==> src/rtl/sleep_seq_pkg.sv <==
// Package: shared power-state encoding for the sleep sequencing controller.
// Assumes the 2-bit codes are decoded outside the block, so they are fixed.
package sleep_seq_pkg;
    typedef enum logic [1:0] {
        PS_ACTIVE = 2'b00,
        PS_SUSP   = 2'b01,
        PS_OFF    = 2'b10
    } pwr_state_e;
endpackage

==> src/rtl/sleep_in_cond.sv <==
// Module: input conditioning for one raw request line. A synchronizer chain
// is followed by a counter deglitch filter. Assumes SYNC_STAGES >= 2 and
// FILT_CYC >= 1. The idle level is high (no request), which is also the
// reset value.
module sleep_in_cond #(
    parameter int SYNC_STAGES = 2,
    parameter int FILT_CYC    = 2
) (
    input  logic clk,
    input  logic rst_n,
    input  logic raw_n,
    output logic filt_n
);
    localparam int CW = $clog2(FILT_CYC + 1);

    logic [SYNC_STAGES-1:0] sync_q;
    logic [CW-1:0]          cnt_q;
    logic                   filt_q;
    logic                   samp;

    // Bring the raw line into the clock domain.
    always_ff @(posedge clk) begin
        if (!rst_n) sync_q <= '1;
        else        sync_q <= {sync_q[SYNC_STAGES-2:0], raw_n};
    end

    assign samp = sync_q[SYNC_STAGES-1];

    // Accept a new level only after FILT_CYC consecutive differing samples.
    always_ff @(posedge clk) begin
        if (!rst_n) begin
            cnt_q  <= '0;
            filt_q <= 1'b1;
        end else if (samp == filt_q) begin
            cnt_q  <= '0;
        end else if (cnt_q == CW'(FILT_CYC - 1)) begin
            cnt_q  <= '0;
            filt_q <= samp;
        end else begin
            cnt_q  <= cnt_q + 1'b1;
        end
    end

    assign filt_n = filt_q;

    // the filtered level only flips toward a synchronized level that differed
    p_filter_follows_r3: assert property (@(posedge clk) disable iff (!rst_n)
        (filt_q != $past(filt_q)) |-> ($past(samp) == filt_q));
    // the counter never runs past the filter length
    p_filter_cnt_bound_r3: assert property (@(posedge clk) disable iff (!rst_n)
        cnt_q < CW'(FILT_CYC));
endmodule

==> src/rtl/sleep_fsm.sv <==
// Module: power-state register with the sleep-entry delay timer. It sees
// only filtered request levels. Leaving active waits DELAY_CYC clocks of a
// steady sleep request, then samples the off line. Wake-up is immediate.
// Assumes DELAY_CYC >= 1.
module sleep_fsm
    import sleep_seq_pkg::*;
#(
    parameter int DELAY_CYC = 200
) (
    input  logic       clk,
    input  logic       rst_n,
    input  logic       sleep_n,
    input  logic       off_n,
    output pwr_state_e state_q
);
    localparam int TW = $clog2(DELAY_CYC + 1);

    logic [TW-1:0] tmr_q;
    logic          expire;

    assign expire = (tmr_q == TW'(DELAY_CYC - 1));

    // Delay timer: runs only while active with a sleep request, else cleared.
    always_ff @(posedge clk) begin
        if (!rst_n)                                     tmr_q <= '0;
        else if (state_q == PS_ACTIVE && !sleep_n && !expire) tmr_q <= tmr_q + 1'b1;
        else                                            tmr_q <= '0;
    end

    // State update: enter sleep on expiry, wake only when both lines are high.
    always_ff @(posedge clk) begin
        if (!rst_n) begin
            state_q <= PS_ACTIVE;
        end else begin
            case (state_q)
                PS_ACTIVE: if (!sleep_n && expire) state_q <= off_n ? PS_SUSP : PS_OFF;
                PS_SUSP,
                PS_OFF:    if (sleep_n && off_n)   state_q <= PS_ACTIVE;
                default:                           state_q <= PS_ACTIVE;
            endcase
        end
    end

    // the unused code is never taken
    p_legal_code_r10: assert property (@(posedge clk) disable iff (!rst_n)
        state_q != 2'b11);
    // no move from suspend straight to soft-off
    p_no_susp_to_off_r7: assert property (@(posedge clk) disable iff (!rst_n)
        (state_q == PS_SUSP) |=> (state_q != PS_OFF));
    // no move from soft-off straight to suspend
    p_no_off_to_susp_r7: assert property (@(posedge clk) disable iff (!rst_n)
        (state_q == PS_OFF) |=> (state_q != PS_SUSP));
    // with the sleep line high, the active state is kept
    p_active_hold_r6: assert property (@(posedge clk) disable iff (!rst_n)
        (state_q == PS_ACTIVE && sleep_n) |=> (state_q == PS_ACTIVE));
    // both lines high in a sleep state wakes on the next clock
    p_wake_r9: assert property (@(posedge clk) disable iff (!rst_n)
        (state_q != PS_ACTIVE && sleep_n && off_n) |=> (state_q == PS_ACTIVE));
    // the timer stays below the delay length
    p_timer_bound_r4: assert property (@(posedge clk) disable iff (!rst_n)
        tmr_q < TW'(DELAY_CYC));
endmodule

==> src/rtl/sleep_seq_ctrl.sv <==
// Module: top of the sleep-state sequencing controller. It conditions both
// request lines, runs the state machine and decodes the rail enables.
// Assumes por_n is already synchronous to clk and goes high only when the
// standby supply is valid.
module sleep_seq_ctrl
    import sleep_seq_pkg::*;
#(
    parameter int SYNC_STAGES    = 2,
    parameter int FILT_CYC       = 2,
    parameter int DELAY_CYC      = 200,
    parameter bit KEEP_5V_IN_OFF = 1'b0
) (
    input  logic       clk,
    input  logic       por_n,
    input  logic       sleep_req_n,
    input  logic       off_req_n,
    output logic [1:0] state_o,
    output logic       en_sb_o,
    output logic       en_3v3_o,
    output logic       en_5v_o
);
    localparam int NREQ = 2;

    logic [NREQ-1:0] raw_v;
    logic [NREQ-1:0] filt_v;
    pwr_state_e      state;
    logic            sb_q;

    assign raw_v = {off_req_n, sleep_req_n};

    // One conditioning lane per request line.
    for (genvar g = 0; g < NREQ; g++) begin : g_cond
        sleep_in_cond #(
            .SYNC_STAGES(SYNC_STAGES),
            .FILT_CYC   (FILT_CYC)
        ) u_cond (
            .clk   (clk),
            .rst_n (por_n),
            .raw_n (raw_v[g]),
            .filt_n(filt_v[g])
        );
    end

    sleep_fsm #(.DELAY_CYC(DELAY_CYC)) u_fsm (
        .clk    (clk),
        .rst_n  (por_n),
        .sleep_n(filt_v[0]),
        .off_n  (filt_v[1]),
        .state_q(state)
    );

    // Standby soft-start enable: raised on the first clock after reset.
    always_ff @(posedge clk) begin
        if (!por_n) sb_q <= 1'b0;
        else        sb_q <= 1'b1;
    end

    assign state_o  = state;
    assign en_sb_o  = sb_q;
    assign en_3v3_o = sb_q;
    assign en_5v_o  = sb_q & ((state != PS_OFF) | KEEP_5V_IN_OFF);

    // suspend keeps both dual rails powered
    p_susp_rails_r8: assert property (@(posedge clk) disable iff (!por_n)
        (state_o == 2'b01) |-> (en_3v3_o && en_5v_o));
    // enables stay low while the reset is held
    p_reset_quiet_r1: assert property (@(posedge clk)
        (!por_n) |=> (!en_sb_o || por_n));
endmodule

==> config.mk <==
export PLATFORM = sky130hd
export DESIGN_NAME = sleep_seq_ctrl
export DESIGN_NICKNAME = d
export VERILOG_FILES = /design/src/rtl/sleep_seq_pkg.sv /design/src/rtl/sleep_in_cond.sv /design/src/rtl/sleep_fsm.sv /design/src/rtl/sleep_seq_ctrl.sv
export SDC_FILE = /design/constraint.sdc
export NUM_CORES = 1
export LEC_CHECK = 0
export CAP_MARGIN = 20
export CORE_ASPECT_RATIO = 0.6
export CORE_MARGIN = 4
export CORE_UTILIZATION = 35
export DETAILED_ROUTE_END_ITERATION = 10
export DONT_BUFFER_PORTS = 1
export GPL_TIMING_DRIVEN = 0
export SETUP_SLACK_MARGIN = 0.15
export SYNTH_ARGS = -nofsm -noshare
export SYNTH_HDL_FRONTEND = slang
export SYNTH_SLANG_ARGS = --single-unit
==> constraint.sdc <==
create_clock -name clk -period 1.9 [get_ports clk]
set_input_delay 0.38 -clock clk [delete_from_list [all_inputs] [get_ports clk]]
set_output_delay 0.38 -clock clk [all_outputs]
set_load 0.01 [all_outputs]
==> tab_implementation.tex, run 1 <==
\begin{tabular}{lr}
\hline
Metric & Value \\
\hline
\multicolumn{2}{l}{\textbf{Final layout}} \\
Total area of sequential cells & 420 sq um \\
Multi-input logic area & 389 sq um \\
Share of final-layout standard cells stronger than drive strength 1 & 0.0778 \\
Antenna diode count & 0 \\
Number of filler instances in the final layout & 210 \\
NumNets Final & 100 \\
Layout Area Growth over Synthesis & 9.99\% \\
\multicolumn{2}{l}{\textbf{Global routing}} \\
Number of global-route vias before repair & 500 \\
Initial antenna violation count & 0 \\
Pin count of the biggest net entering global routing & 13 \\
First-pass GRT wire length & 2260 microns \\
Grt ovf & 0 \\
Met2 layer usage reported by global route & 0.128 \\
GR met1 Demand/Resource & 0.123 \\
Met3 GRT Util & 0.0551 \\
Combined global-route utilization of all metal layers & 0.0928 \\
GR peak layer & met2 \\
\multicolumn{2}{l}{\textbf{Clocking}} \\
TritonCTS clock tree & built \\
Clk slew on worst S/H paths & 0.08 ns \\
Cts bufs inserted & 3 \\
Post-CTS repair timing setup buffer count & 0 \\
Number of resized instances in the post-cts repair step & 0 \\
Root buffer cell & clkbuf\_8 \\
Insertion delay of the later-clocked pin in the worst-skew pair & 0.26 ns \\
Number of buffers added to fix hold violations after cts & 0 \\
Maximum clock path buffer count & 2 \\
H-tree depth & 1 \\
Sink Count & 21 \\
\multicolumn{2}{l}{\textbf{Yosys}} \\
Register bit total from synthesis & 21 \\
Async SR Flop Fraction & 0 \\
Register area share after synthesis & 0.501 \\
Post-synth design cell area & 840 sq um \\
Gate Count Post-Synth & 86 \\
Predominant post-synthesis flop cell & dfxtp\_1 \\
Syn. warnings & 0 \\
Dominant cell type by area after synthesis & dfxtp\_1 \\
List of most frequent post-synthesis cells & 21 x dfxtp\_1, 7 x nor2\_1, 5 x ha\_1, 5 x inv\_1, 5 x nand2\_1 \\
Unique masters post-synth & 24 \\
Share of the synthesized area in the top cell type & 0.501 \\
Post-synth EDFFs & 0 \\
Total nets after synthesis & 95 \\
Top cells by area, synth & dfxtp\_1 50\%, ha\_1 7.5\%, mux2i\_1 4.8\%, xor2\_1 4.2\%, nor2\_1 3.1\% \\
Dominant cell by count in the synthesized netlist & dfxtp\_1 \\
Average cell area after synthesis & 9.76 sq um \\
\multicolumn{2}{l}{\textbf{Setup path}} \\
Type of the setup path with the least slack & register to register \\
Critical path endpoint category & register \\
Data required time at the worst endpoint & 2.05 ns \\
Signal arrival time at the worst endpoint & 1.74 ns \\
Startpoint type of the worst setup path & register \\
Slack of the worst reg-to-reg path & 0.31 ns \\
Largest fanout of any net on the critical path & 3 \\
\multicolumn{2}{l}{\textbf{Run}} \\
Max-cap viol count & 0 \\
\multicolumn{2}{l}{\textbf{STA}} \\
Worst-Margin Slew & 0.665 ns \\
Min Tclk post-route & 1.59 ns \\
Final clock skew & 0.00266 ns \\
Number of hold violations in the final report & 0 \\
Worst slew slack as a fraction of its limit & 0.552 \\
Setup repair after global routing missed its margin & false \\
Smallest setup slack after layout & 0.307 ns \\
Count of pins over their slew limit & 0 \\
Total negative slack for setup checks & 0 ns \\
Count of endpoints failing setup in the final report & 0 \\
Hold Slack & 0.139 ns \\
Timing-limited maximum frequency & 0.628 GHz \\
Tcrit/Tclk final & 0.838 \\
\multicolumn{2}{l}{\textbf{Pwr}} \\
IR Drop Worst-Case VDD & 425 uV \\
Power density over cell area & 823 nW/um\^{}2 \\
Leak Pwr & 0.338 nW \\
\multicolumn{2}{l}{\textbf{Placed design}} \\
\# port buffers & 0 \\
DP Wirelength & 1010 microns \\
Routability Congestion & 0.694 \\
Post-Place Worst Slack & 0.314 ns \\
\multicolumn{2}{l}{\textbf{Floorplan}} \\
Starting utilization of the core area & 0.377 \\
Cell row count & 13 \\
Area of the placeable core & 2230 sq um \\
Die area & 3270 sq um \\
Number of ports placed on the die boundary & 9 \\
Die span in x & 71.2 microns \\
Die Y & 45.9 microns \\
\multicolumn{2}{l}{\textbf{Drt}} \\
Pre-antenna DRT Iters & 4 \\
Number of antenna-violating nets in the routed design & 0 \\
Remaining DRCs & 0 \\
Iteration-0 DRC count of the detailed router & 23 \\
Overall routed net length & 1310 microns \\
Total number of vias & 581 \\
Wire length per cell after detailed routing & 10.9 microns \\
Routed vias/inst & 4.84 \\
\multicolumn{2}{l}{\textbf{Min path}} \\
Worst min-delay path class & input port to register \\
\multicolumn{2}{l}{\textbf{Outcome}} \\
Run status & complete, no violations \\
\hline
\end{tabular}
-- metal layers --
metal	routed length, microns	vias to the layer above
li1	-	301
met1	724	265
met2	489	13
met3	88	2
met4	8	0
met5	0	-
-- worst paths after layout --
kind,endpoint,from,cells past startpoint
setup / recovery,u_fsm.state_q[1],u_fsm.state_q[0],4
hold / removal,en_3v3_o,por_n,0
setup reg to reg,u_fsm.state_q[1],u_fsm.state_q[0],4
hold reg to reg,g_cond[1].u_cond.sync_q[1],g_cond[1].u_cond.sync_q[0],1
-- layout by cell type (no fill, tap or decap), types with 2 or more instances in the layout --
cell,instances
clkbuf_8,3
nor2_1,7
nand2b_1,4
dfxtp_1,21
inv_1,5
o21ai_0,4
ha_1,5
nand3b_1,2
xor2_1,4
nand2_1,5
nand3_1,4
o211ai_1,2
mux2i_1,4
a21oi_1,3
or3_1,4
nor3_1,2
nand4_1,2
-- state kept, by name, summed over array words and instances (netlist names) --
name	count
u_fsm.state_q	2
g_cond.u_cond.sync_q	4
g_cond.u_cond.filt_n	2
g_cond.u_cond.cnt_q	4
u_fsm.tmr_q	8
en_3v3_o	1
-- through the flow --
step / power (mW) / std cells / utilization / cell area, sq um
after floorplan: 0.476 / 86 / - / 840
after global placement: 0.479 / 116 / 0.394 / 877
after detailed placement: 0.480 / 116 / 0.394 / 877
after CTS: 0.775 / 120 / 0.414 / 923
after global routing: 0.796 / 120 / 0.414 / 923
final: 0.760 / 120 / 0.414 / 923
-- report_power, final --
| group | internal (mW) | leakage (nW) | switching [mW] | total, mW |
|---|---|---|---|---|
| sequential | 0.447 | 0.171 | 0.00408 | 0.451 |
| clock | 0.146 | 0.0255 | 0.145 | 0.291 |
| combinational | 0.00875 | 0.141 | 0.00984 | 0.0186 |
| total | 0.602 | 0.338 | 0.159 | 0.760 |
-- worst max-delay path: stages, from the launching register on --
cell     delay [ns]
dfxtp_1        0.42
inv_1          0.09
ha_1           0.31
or4_4          0.53
mux2i_1        0.13
-- cell type report --
cell class                 count  area share
sequential                    21       0.455
multi-input combinational     58       0.421
clock buffer                   3      0.0447
tap                           30      0.0407
inverter                       5      0.0203
buffer                         2      0.0122
clock inverter                 1     0.00542
-- cells by family after synthesis --
logic type / count (synthesis) / synth area share
AOI/OAI and AO/OA: 10 / 0.0685
buffers and inverters: 7 / 0.0358
xor gates and xnor gates: 5 / 0.0522
adders and majority gates: 5 / 0.0745
DFF: 21 / 0.501
muxes: 4 / 0.0477
and+or+nand+nor: 34 / 0.221
No activity file was read; power rests on OpenSTA's default activity.
==> run 2: changes to the inputs <==
==> constraint.sdc (replaced) <==
create_clock -name clk -period 1.32 [get_ports clk]
set_input_delay 0.264 -clock clk [delete_from_list [all_inputs] [get_ports clk]]
set_output_delay 0.264 -clock clk [all_outputs]
set_load 0.01 [all_outputs]
==> run 2 against run 1 <==
  * The run now ends with setup timing left
  * Die area stayed put
  * Flip-flop and latch count stayed put
  * Combinational power is 53% higher
  * Critical path type unchanged
  * Critical endpoint is now u_fsm.state_q[0]
==> tab_implementation.tex, run 2 (synthesized netlist as in run 1, its figures left out) <==
\begin{tabular}{lr}
\hline
Metric & Value \\
\hline
\multicolumn{2}{l}{\textbf{Setup path}} \\
Max incr delay on CP & 0.53 ns (about the same) \\
Data required time at the worst endpoint & 1.46 ns (was 2.05 ns) \\
Critical path endpoint category & register (unchanged) \\
Startpoint type of the worst setup path & register (unchanged) \\
Slack of the worst reg-to-reg path & -0.13 ns (was 0.31 ns) \\
Sum of buffers and inverters on the critical path & 1 (unchanged) \\
Cell-by-cell listing of the critical path & inv\_4, ha\_4, or4\_4, mux2i\_1 (was inv\_1, ha\_1, or4\_4, mux2i\_1) \\
CP max stage cell & or4\_4 (unchanged) \\
Signal arrival time at the worst endpoint & 1.59 ns (was 1.74 ns) \\
Type of the setup path with the least slack & register to register (unchanged) \\
Kind of cell adding the most delay to the critical path & simple AND/OR/NAND/NOR gates (unchanged) \\
Largest fanout of any net on the critical path & 3 (unchanged) \\
\multicolumn{2}{l}{\textbf{Clocking}} \\
TritonCTS clock tree & built (unchanged) \\
Root buffer cell & clkbuf\_8 (unchanged) \\
Cts bufs inserted & 3 (unchanged) \\
H-tree depth & 1 (unchanged) \\
Clk slew on worst S/H paths & 0.08 ns (about the same) \\
Insertion delay of the later-clocked pin in the worst-skew pair & 0.26 ns (about the same) \\
Sink Count & 21 (unchanged) \\
Number of buffers added to fix hold violations after cts & 0 (unchanged) \\
Maximum clock path buffer count & 2 (unchanged) \\
\multicolumn{2}{l}{\textbf{Drt}} \\
Routed vias/inst & 4.72 (was 4.84) \\
Wire length per cell after detailed routing & 12.1 microns (was 10.9 microns) \\
Pre-antenna DRT Iters & 4 (unchanged) \\
Total number of vias & 580 (was 581) \\
Remaining DRCs & 0 (unchanged) \\
Overall routed net length & 1490 microns (was 1310 microns) \\
Iteration-0 DRC count of the detailed router & 24 (was 23) \\
Number of antenna-violating nets in the routed design & 0 (unchanged) \\
\multicolumn{2}{l}{\textbf{Placed design}} \\
Routability Congestion & 0.756 (was 0.694) \\
\# port buffers & 0 (unchanged) \\
DP Wirelength & 1090 microns (was 1010 microns) \\
Post-place instance area & 881 sq um (was 877 sq um) \\
Post-Place Worst Slack & -0.256 ns (was 0.314 ns) \\
\multicolumn{2}{l}{\textbf{Floorplan}} \\
Die Y & 45.9 microns (unchanged) \\
Cell row count & 13 (unchanged) \\
Die span in x & 71.2 microns (unchanged) \\
Die area & 3270 sq um (unchanged) \\
Number of ports placed on the die boundary & 9 (unchanged) \\
Starting utilization of the core area & 0.377 (unchanged) \\
Area of the placeable core & 2230 sq um (unchanged) \\
\multicolumn{2}{l}{\textbf{Final layout}} \\
Final std cell area, no fill & 1010 sq um (was 923 sq um) \\
Regs by FF count & u\_fsm.tmr\_q x8, g\_cond.u\_cond.cnt\_q x4, g\_cond.u\_cond.sync\_q x4 (unchanged) \\
NumNets Final & 103 (was 100) \\
Antenna diode count & 0 (unchanged) \\
Commonest non-fill, non-tap cells in the layout & 15 x dfxtp\_1, 7 x nor2\_1, 5 x nand2\_1 (was 21 x dfxtp\_1, 7 x nor2\_1, 5 x inv\_1, 5 x nand2\_1, 5 x ha\_1) \\
Largest register by flop count & u\_fsm.tmr\_q (unchanged) \\
Most common cell after layout, fill and taps aside & dfxtp\_1 (unchanged) \\
Share of final-layout standard cells stronger than drive strength 1 & 0.226 (was 0.0778) \\
Layout Area Growth over Synthesis & 20.0\% (was 9.99\%) \\
Number of flip-flops in the largest register & 8 (unchanged) \\
\multicolumn{2}{l}{\textbf{Pwr}} \\
Power density over cell area & 1080 nW/um\^{}2 (was 823 nW/um\^{}2) \\
Overall power & 1.09 mW (was 0.760 mW) \\
Leak Pwr & 0.361 nW (was 0.338 nW) \\
IR Drop Worst-Case VDD & 760 uV (was 425 uV) \\
\multicolumn{2}{l}{\textbf{STA}} \\
Worst-Margin Slew & 0.459 ns (was 0.665 ns) \\
Smallest setup slack after layout & -0.125 ns (was 0.307 ns) \\
Count of endpoints failing setup in the final report & 8 (was 0) \\
Hold Slack & 0.0267 ns (was 0.139 ns) \\
Final clock skew & 0.00417 ns (was 0.00266 ns) \\
Number of hold violations in the final report & 0 (unchanged) \\
Min Tclk post-route & 1.45 ns (was 1.59 ns) \\
Timing-limited maximum frequency & 0.692 GHz (was 0.628 GHz) \\
Worst slew slack as a fraction of its limit & 0.692 (was 0.552) \\
Count of pins over their slew limit & 0 (unchanged) \\
Setup repair after global routing missed its margin & true (was false) \\
Tcrit/Tclk final & 1.09 (was 0.838) \\
\multicolumn{2}{l}{\textbf{Global routing}} \\
Combined global-route utilization of all metal layers & 0.102 (was 0.0928) \\
Pin count of the biggest net entering global routing & 12 (was 13) \\
Initial antenna violation count & 0 (unchanged) \\
First-pass GRT wire length & 2440 microns (was 2260 microns) \\
Grt ovf & 0 (unchanged) \\
Number of global-route vias before repair & 547 (was 500) \\
\multicolumn{2}{l}{\textbf{Outcome}} \\
Failing checks & setup timing \\
Run status & finished, violations left (was complete, no violations) \\
\multicolumn{2}{l}{\textbf{Run}} \\
Max-cap viol count & 0 (unchanged) \\
\multicolumn{2}{l}{\textbf{Min path}} \\
Worst min-delay path class & input port to register (unchanged) \\
\hline
\end{tabular}
==> run 2: cell count changes in the layout (fill, tap and decap cells not counted), moves of 2 or more <==
cell / change
dfxtp_2: +4
ha_1: -3
ha_4: +3
buf_4: +3
inv_1: -2
dfxtp_1: -6
inv_4: +2
dfxtp_4: +2
==> run 2: cell type report <==
type                    count  area (sq um)
plain buffers               2          11.3
flip-flops and latches     21           433
clock buffers               4          45.0
fillers                   216          1220
repair buffers              3          22.5
multi-input cells          58           434
inverters                   5          23.8
well taps                  30          37.5
==> run 2: timing repair <==
action | CTS | global route
setup buffers | 0 | 3
gates resized for setup | 12 | 5
endpoints found under the hold margin | 0 | 0
pin swaps | 3 | 2
setup endpoints to repair | 9 | 9
==> run 2: path summary, 6_finish.rpt <==
kind	from	endpoint	cells after the start
max reg2reg	u_fsm.state_q[0]	u_fsm.state_q[0]	4
min reg2reg	g_cond[0].u_cond.sync_q[0]	g_cond[0].u_cond.sync_q[1]	1
min	por_n	en_3v3_o	0
max	u_fsm.state_q[0]	u_fsm.state_q[0]	4
==> run 2: power breakdown <==
| part | internal, mW | switching [mW] |
|---|---|---|
| clock network | 0.215 | 0.200 |
| logic | 0.0143 | 0.0142 |
| registers | 0.639 | 0.00617 |
| total | 0.868 | 0.220 |
==> run 2: per-stage QoR <==
step	TNS, ns	instances	util
CTS	-0.317	120	0.432
global placement	-1.61	116	0.395
global route	-0.816	123	0.452
detailed placement	-1.84	116	0.395
finish	-0.343	123	0.452
floorplan	-0.272	86	-
==> run 2: layer usage <==
layer | GRT usage | vias up | routed length [microns]
li1 | - | 305 | -
met4 | 0.0449 | 0 | 8
met2 | 0.155 | 11 | 585
met3 | 0.0485 | 2 | 100
met1 | 0.124 | 262 | 792
met5 | 0 | - | 0
==> run 3: changes to the inputs <==
--- a/config.mk
+++ b/config.mk
@@ -5,6 +5,7 @@
 export SDC_FILE = /design/constraint.sdc
 export NUM_CORES = 1
 export LEC_CHECK = 0
+export ABC_AREA = 1
 export CAP_MARGIN = 20
 export CORE_ASPECT_RATIO = 0.6
 export CORE_MARGIN = 4
==> run 3 against run 2 <==
  * The run now ends clean
  * Area after synthesis grew 7.3%
  * Wire length grew 6.0%
  * Combinational power grew 82%
  * Fmax grew 21%
  * Non-clock buffer count shrank 1
  * Utilization grew 1.1 points
  * Flip-flop and latch count is the same
  * Sequential share of layout area shrank 2.2 points
  * Setup slack gained 0.25 ns
  * Die area grew 6.2%
  * Worst hold slack lost 0.0020 ns
  * Critical endpoint is now en_5v_o
==> tab_implementation.tex, run 3 <==
\begin{tabular}{lr}
\hline
Metric & Value \\
\hline
\multicolumn{2}{l}{\textbf{Final layout}} \\
Commonest non-fill, non-tap cells in the layout & 21 x nand2\_1, 15 x dfxtp\_1, 14 x inv\_1 (was 15 x dfxtp\_1, 7 x nor2\_1, 5 x nand2\_1) \\
End-of-flow core utilization & 0.463 (was 0.452) \\
Regs by FF count & u\_fsm.tmr\_q x8, g\_cond.u\_cond.cnt\_q x4, g\_cond.u\_cond.sync\_q x4 (unchanged) \\
Antenna diode count & 0 (unchanged) \\
Layout Cells excl Fill & 145 (was 123) \\
NumNets Final & 125 (was 103) \\
Final std cell area, no fill & 1070 sq um (was 1010 sq um) \\
Layout Area Growth over Synthesis & 18.6\% (was 20.0\%) \\
Number of filler instances in the final layout & 234 (was 216) \\
Share of final-layout standard cells stronger than drive strength 1 & 0.296 (was 0.226) \\
Most common cell after layout, fill and taps aside & nand2\_1 (was dfxtp\_1) \\
Largest register by flop count & u\_fsm.tmr\_q (unchanged) \\
Number of flip-flops in the largest register & 8 (unchanged) \\
\multicolumn{2}{l}{\textbf{Setup path}} \\
Max incr delay on CP & 0.38 ns (was 0.53 ns) \\
Launch point of the worst path & u\_fsm.state\_q[0] (unchanged) \\
Data required time at the worst endpoint & 1.06 ns (was 1.46 ns) \\
Worst reg2reg endpoint & u\_fsm.tmr\_q[7] (was u\_fsm.state\_q[0]) \\
Slack of the worst reg-to-reg path & 0.15 ns (was -0.13 ns) \\
Worst R2R Path Depth & 6 (was 4) \\
Startpoint type of the worst setup path & register (unchanged) \\
Startpoint of the most critical register-to-register path & u\_fsm.tmr\_q[0] (was u\_fsm.state\_q[0]) \\
Type of the setup path with the least slack & register to primary output (was register to register) \\
Largest fanout of any net on the critical path & 3 (unchanged) \\
Critical path destination & en\_5v\_o (was u\_fsm.state\_q[0]) \\
Cell-by-cell listing of the critical path & inv\_4, ha\_4, nor2\_4 (was inv\_4, ha\_4, or4\_4, mux2i\_1) \\
Critical path endpoint category & primary output (was register) \\
CP max stage cell & dfxtp\_4 (was or4\_4) \\
Signal arrival time at the worst endpoint & 0.93 ns (was 1.59 ns) \\
\multicolumn{2}{l}{\textbf{Clocking}} \\
Root buffer cell & clkbuf\_8 (unchanged) \\
Clk slew on worst S/H paths & 0.07 ns (was 0.08 ns) \\
Sink Count & 21 (unchanged) \\
Number of buffers added to fix hold violations after cts & 0 (unchanged) \\
H-tree depth & 1 (unchanged) \\
Maximum clock path buffer count & 2 (unchanged) \\
Cts bufs inserted & 3 (unchanged) \\
Insertion delay of the later-clocked pin in the worst-skew pair & 0.26 ns (about the same) \\
TritonCTS clock tree & built (unchanged) \\
\multicolumn{2}{l}{\textbf{Pwr}} \\
Overall power & 1.12 mW (was 1.09 mW) \\
Power density over cell area & 1050 nW/um\^{}2 (was 1080 nW/um\^{}2) \\
Switching share of power & 0.217 (was 0.202) \\
Clock share of power & 0.370 (was 0.381) \\
Leak Pwr & 0.424 nW (was 0.361 nW) \\
Fraction of power consumed by combinational cells & 0.046 (was 0.026) \\
Internal portion of total power & 0.879 mW (was 0.868 mW) \\
Net Sw Power & 0.243 mW (was 0.220 mW) \\
Power share of the sequential group & 0.583 (was 0.593) \\
IR Drop Worst-Case VDD & 504 uV (was 760 uV) \\
\multicolumn{2}{l}{\textbf{Global routing}} \\
Initial antenna violation count & 0 (unchanged) \\
Pin count of the biggest net entering global routing & 12 (unchanged) \\
Number of global-route vias before repair & 536 (was 547) \\
Combined global-route utilization of all metal layers & 0.0998 (was 0.102) \\
Grt ovf & 0 (unchanged) \\
First-pass GRT wire length & 2430 microns (was 2440 microns) \\
\multicolumn{2}{l}{\textbf{Yosys}} \\
Post-synthesis share of cell area spent on and, or, nand and nor gates & 0.282 (was 0.221) \\
Dominant combinational cell family by area after synthesis & simple AND/OR/NAND/NOR gates (unchanged) \\
Async SR Flop Fraction & 0 (unchanged) \\
Register bit total from synthesis & 21 (unchanged) \\
Unique masters post-synth & 19 (was 24) \\
Total nets after synthesis & 118 (was 95) \\
Post-synth design cell area & 901 sq um (was 840 sq um) \\
Top cells by area, synth & dfxtp\_1 47\%, nand2\_1 9.2\%, inv\_1 7.1\%, ha\_1 6.9\%, nor2\_1 5.0\% (was dfxtp\_1 50\%, ha\_1 7.5\%, mux2i\_1 4.8\%, xor2\_1 4.2\%, nor2\_1 3.1\%) \\
Synthesized-area fraction occupied by ao, oa, aoi and oai cells & 0.0903 (was 0.0686) \\
List of most frequent post-synthesis cells & 22 x nand2\_1, 21 x dfxtp\_1, 17 x inv\_1 (was 21 x dfxtp\_1, 7 x nor2\_1, 5 x ha\_1, 5 x inv\_1, 5 x nand2\_1) \\
Dominant cell by count in the synthesized netlist & nand2\_1 (was dfxtp\_1) \\
Post-synth EDFFs & 0 (unchanged) \\
Predominant post-synthesis flop cell & dfxtp\_1 (unchanged) \\
Dominant cell type by area after synthesis & dfxtp\_1 (unchanged) \\
Mux contribution to synthesized area & 0 (was 0.0477) \\
Area share of xor/xnor cells in the synthesized design & 0 (was 0.0522) \\
Syn. warnings & 0 (unchanged) \\
Register area share after synthesis & 0.467 (was 0.501) \\
Share of the synthesized area in the top cell type & 0.467 (was 0.501) \\
Adder-cell area share of the yosys netlist & 0.0694 (was 0.0745) \\
Gate Count Post-Synth & 109 (was 86) \\
Average cell area after synthesis & 8.26 sq um (was 9.76 sq um) \\
\multicolumn{2}{l}{\textbf{STA}} \\
Smallest setup slack after layout & 0.122 ns (was -0.125 ns) \\
Final clock skew & 0.00440 ns (was 0.00417 ns) \\
Worst slew slack as a fraction of its limit & 0.836 (was 0.692) \\
Timing-limited maximum frequency & 0.835 GHz (was 0.692 GHz) \\
Number of hold violations in the final report & 0 (unchanged) \\
Hold Slack & 0.0247 ns (was 0.0267 ns) \\
Count of endpoints failing setup in the final report & 0 (was 8) \\
Total negative slack for setup checks & 0 ns (was -0.343 ns) \\
Setup repair after global routing missed its margin & true (unchanged) \\
Tcrit/Tclk final & 0.907 (was 1.09) \\
Worst-Margin Slew & 0.245 ns (was 0.459 ns) \\
Count of pins over their slew limit & 0 (unchanged) \\
Min Tclk post-route & 1.20 ns (was 1.45 ns) \\
\multicolumn{2}{l}{\textbf{Drt}} \\
Wire length per cell after detailed routing & 10.9 microns (was 12.1 microns) \\
Number of antenna-violating nets in the routed design & 0 (unchanged) \\
Remaining DRCs & 0 (unchanged) \\
Total number of vias & 656 (was 580) \\
Overall routed net length & 1580 microns (was 1490 microns) \\
Iteration-0 DRC count of the detailed router & 34 (was 24) \\
Routed vias/inst & 4.52 (was 4.72) \\
Pre-antenna DRT Iters & 2 (was 4) \\
\multicolumn{2}{l}{\textbf{Placed design}} \\
Post-Place Worst Slack & 0.0671 ns (was -0.256 ns) \\
Routability Congestion & 0.797 (was 0.756) \\
DP Wirelength & 1180 microns (was 1090 microns) \\
Placed insts & 139 (was 116) \\
\# port buffers & 0 (unchanged) \\
Post-place instance area & 938 sq um (was 881 sq um) \\
\multicolumn{2}{l}{\textbf{Run}} \\
Max-cap viol count & 0 (unchanged) \\
\multicolumn{2}{l}{\textbf{Min path}} \\
Worst min-delay path class & input port to register (unchanged) \\
Number of cells on the worst hold path & 0 (unchanged) \\
\multicolumn{2}{l}{\textbf{Outcome}} \\
Run status & complete, no violations (was finished, violations left) \\
\multicolumn{2}{l}{\textbf{Floorplan}} \\
Die area & 3480 sq um (was 3270 sq um) \\
Cell row count & 13 (unchanged) \\
Area of the placeable core & 2310 sq um (was 2230 sq um) \\
Starting utilization of the core area & 0.390 (was 0.377) \\
Die Y & 47.3 microns (was 45.9 microns) \\
Die span in x & 73.5 microns (was 71.2 microns) \\
Number of ports placed on the die boundary & 9 (unchanged) \\
\hline
\end{tabular}
[run 3: critical path: cells and delay by family, from the launching register on]
kind                     cells  cell delay (ns)
buffers and inverters        1             0.05
adder cells (fa/ha/maj)      1             0.15
AND/OR/NAND/NOR              1             0.10
flip-flops                   1             0.38
[run 3: kinds of logic (layout without fill, tap and decap cells)]
group / Yosys count / after routing
buf+inv: 20 / 26
flops: 21 / 21
fa+ha+maj: 5 / 5
compound gates: 12 / 12
simple gates: 51 / 51
[run 3: power by group through the flow]
| stage | Clock (mW) | Sequential, mW | Combinational (mW) |
|---|---|---|---|
| 5_1_grt | 0.448 | 0.657 | 0.0584 |
| 2_1_floorplan | 0 | 0.672 | 0.0413 |
| 3_3_place_gp | 0 | 0.674 | 0.0475 |
| 4_1_cts | 0.436 | 0.656 | 0.0518 |
| 3_5_place_dp | 0 | 0.674 | 0.0493 |
| 6_report | 0.416 | 0.655 | 0.0520 |
[run 3: layer usage]
layer	up-vias	part of all wire	global-route usage
li1	355	-	-
met1	286	0.53	0.132
met2	13	0.41	0.136
met3	2	0.055	0.0513
met4	0	0.0051	0.0433
met5	-	0	0
[run 3: cell type report]
cell class	instances	area, sq um	area share
Timing Repair Buffer	2	15.0	0.0141
Buffer	2	15.0	0.0141
Tap cell	30	37.5	0.0351
Multi-Input combinational cell	68	448	0.419
Clock buffer	4	45.0	0.0422
Sequential cell	21	435	0.407
Inverter	18	72.6	0.0679
[run 3: worst min path at each step]
stage | start | end | slack, ns
after global routing | por_n | en_3v3_o | 0.01
after detailed placement | por_n | en_3v3_o | 0.29
after global placement | por_n | en_3v3_o | 0.29
after floorplan | por_n | en_3v3_o | 0.29
final | por_n | en_3v3_o | 0.02
after CTS | por_n | en_3v3_o | 0.02
[run 3: what timing repair did]
action	in CTS	in global routing
setup endpoints to repair	11	8
resized for setup	18	7
setup buffers	1	1
pin swaps	5	6
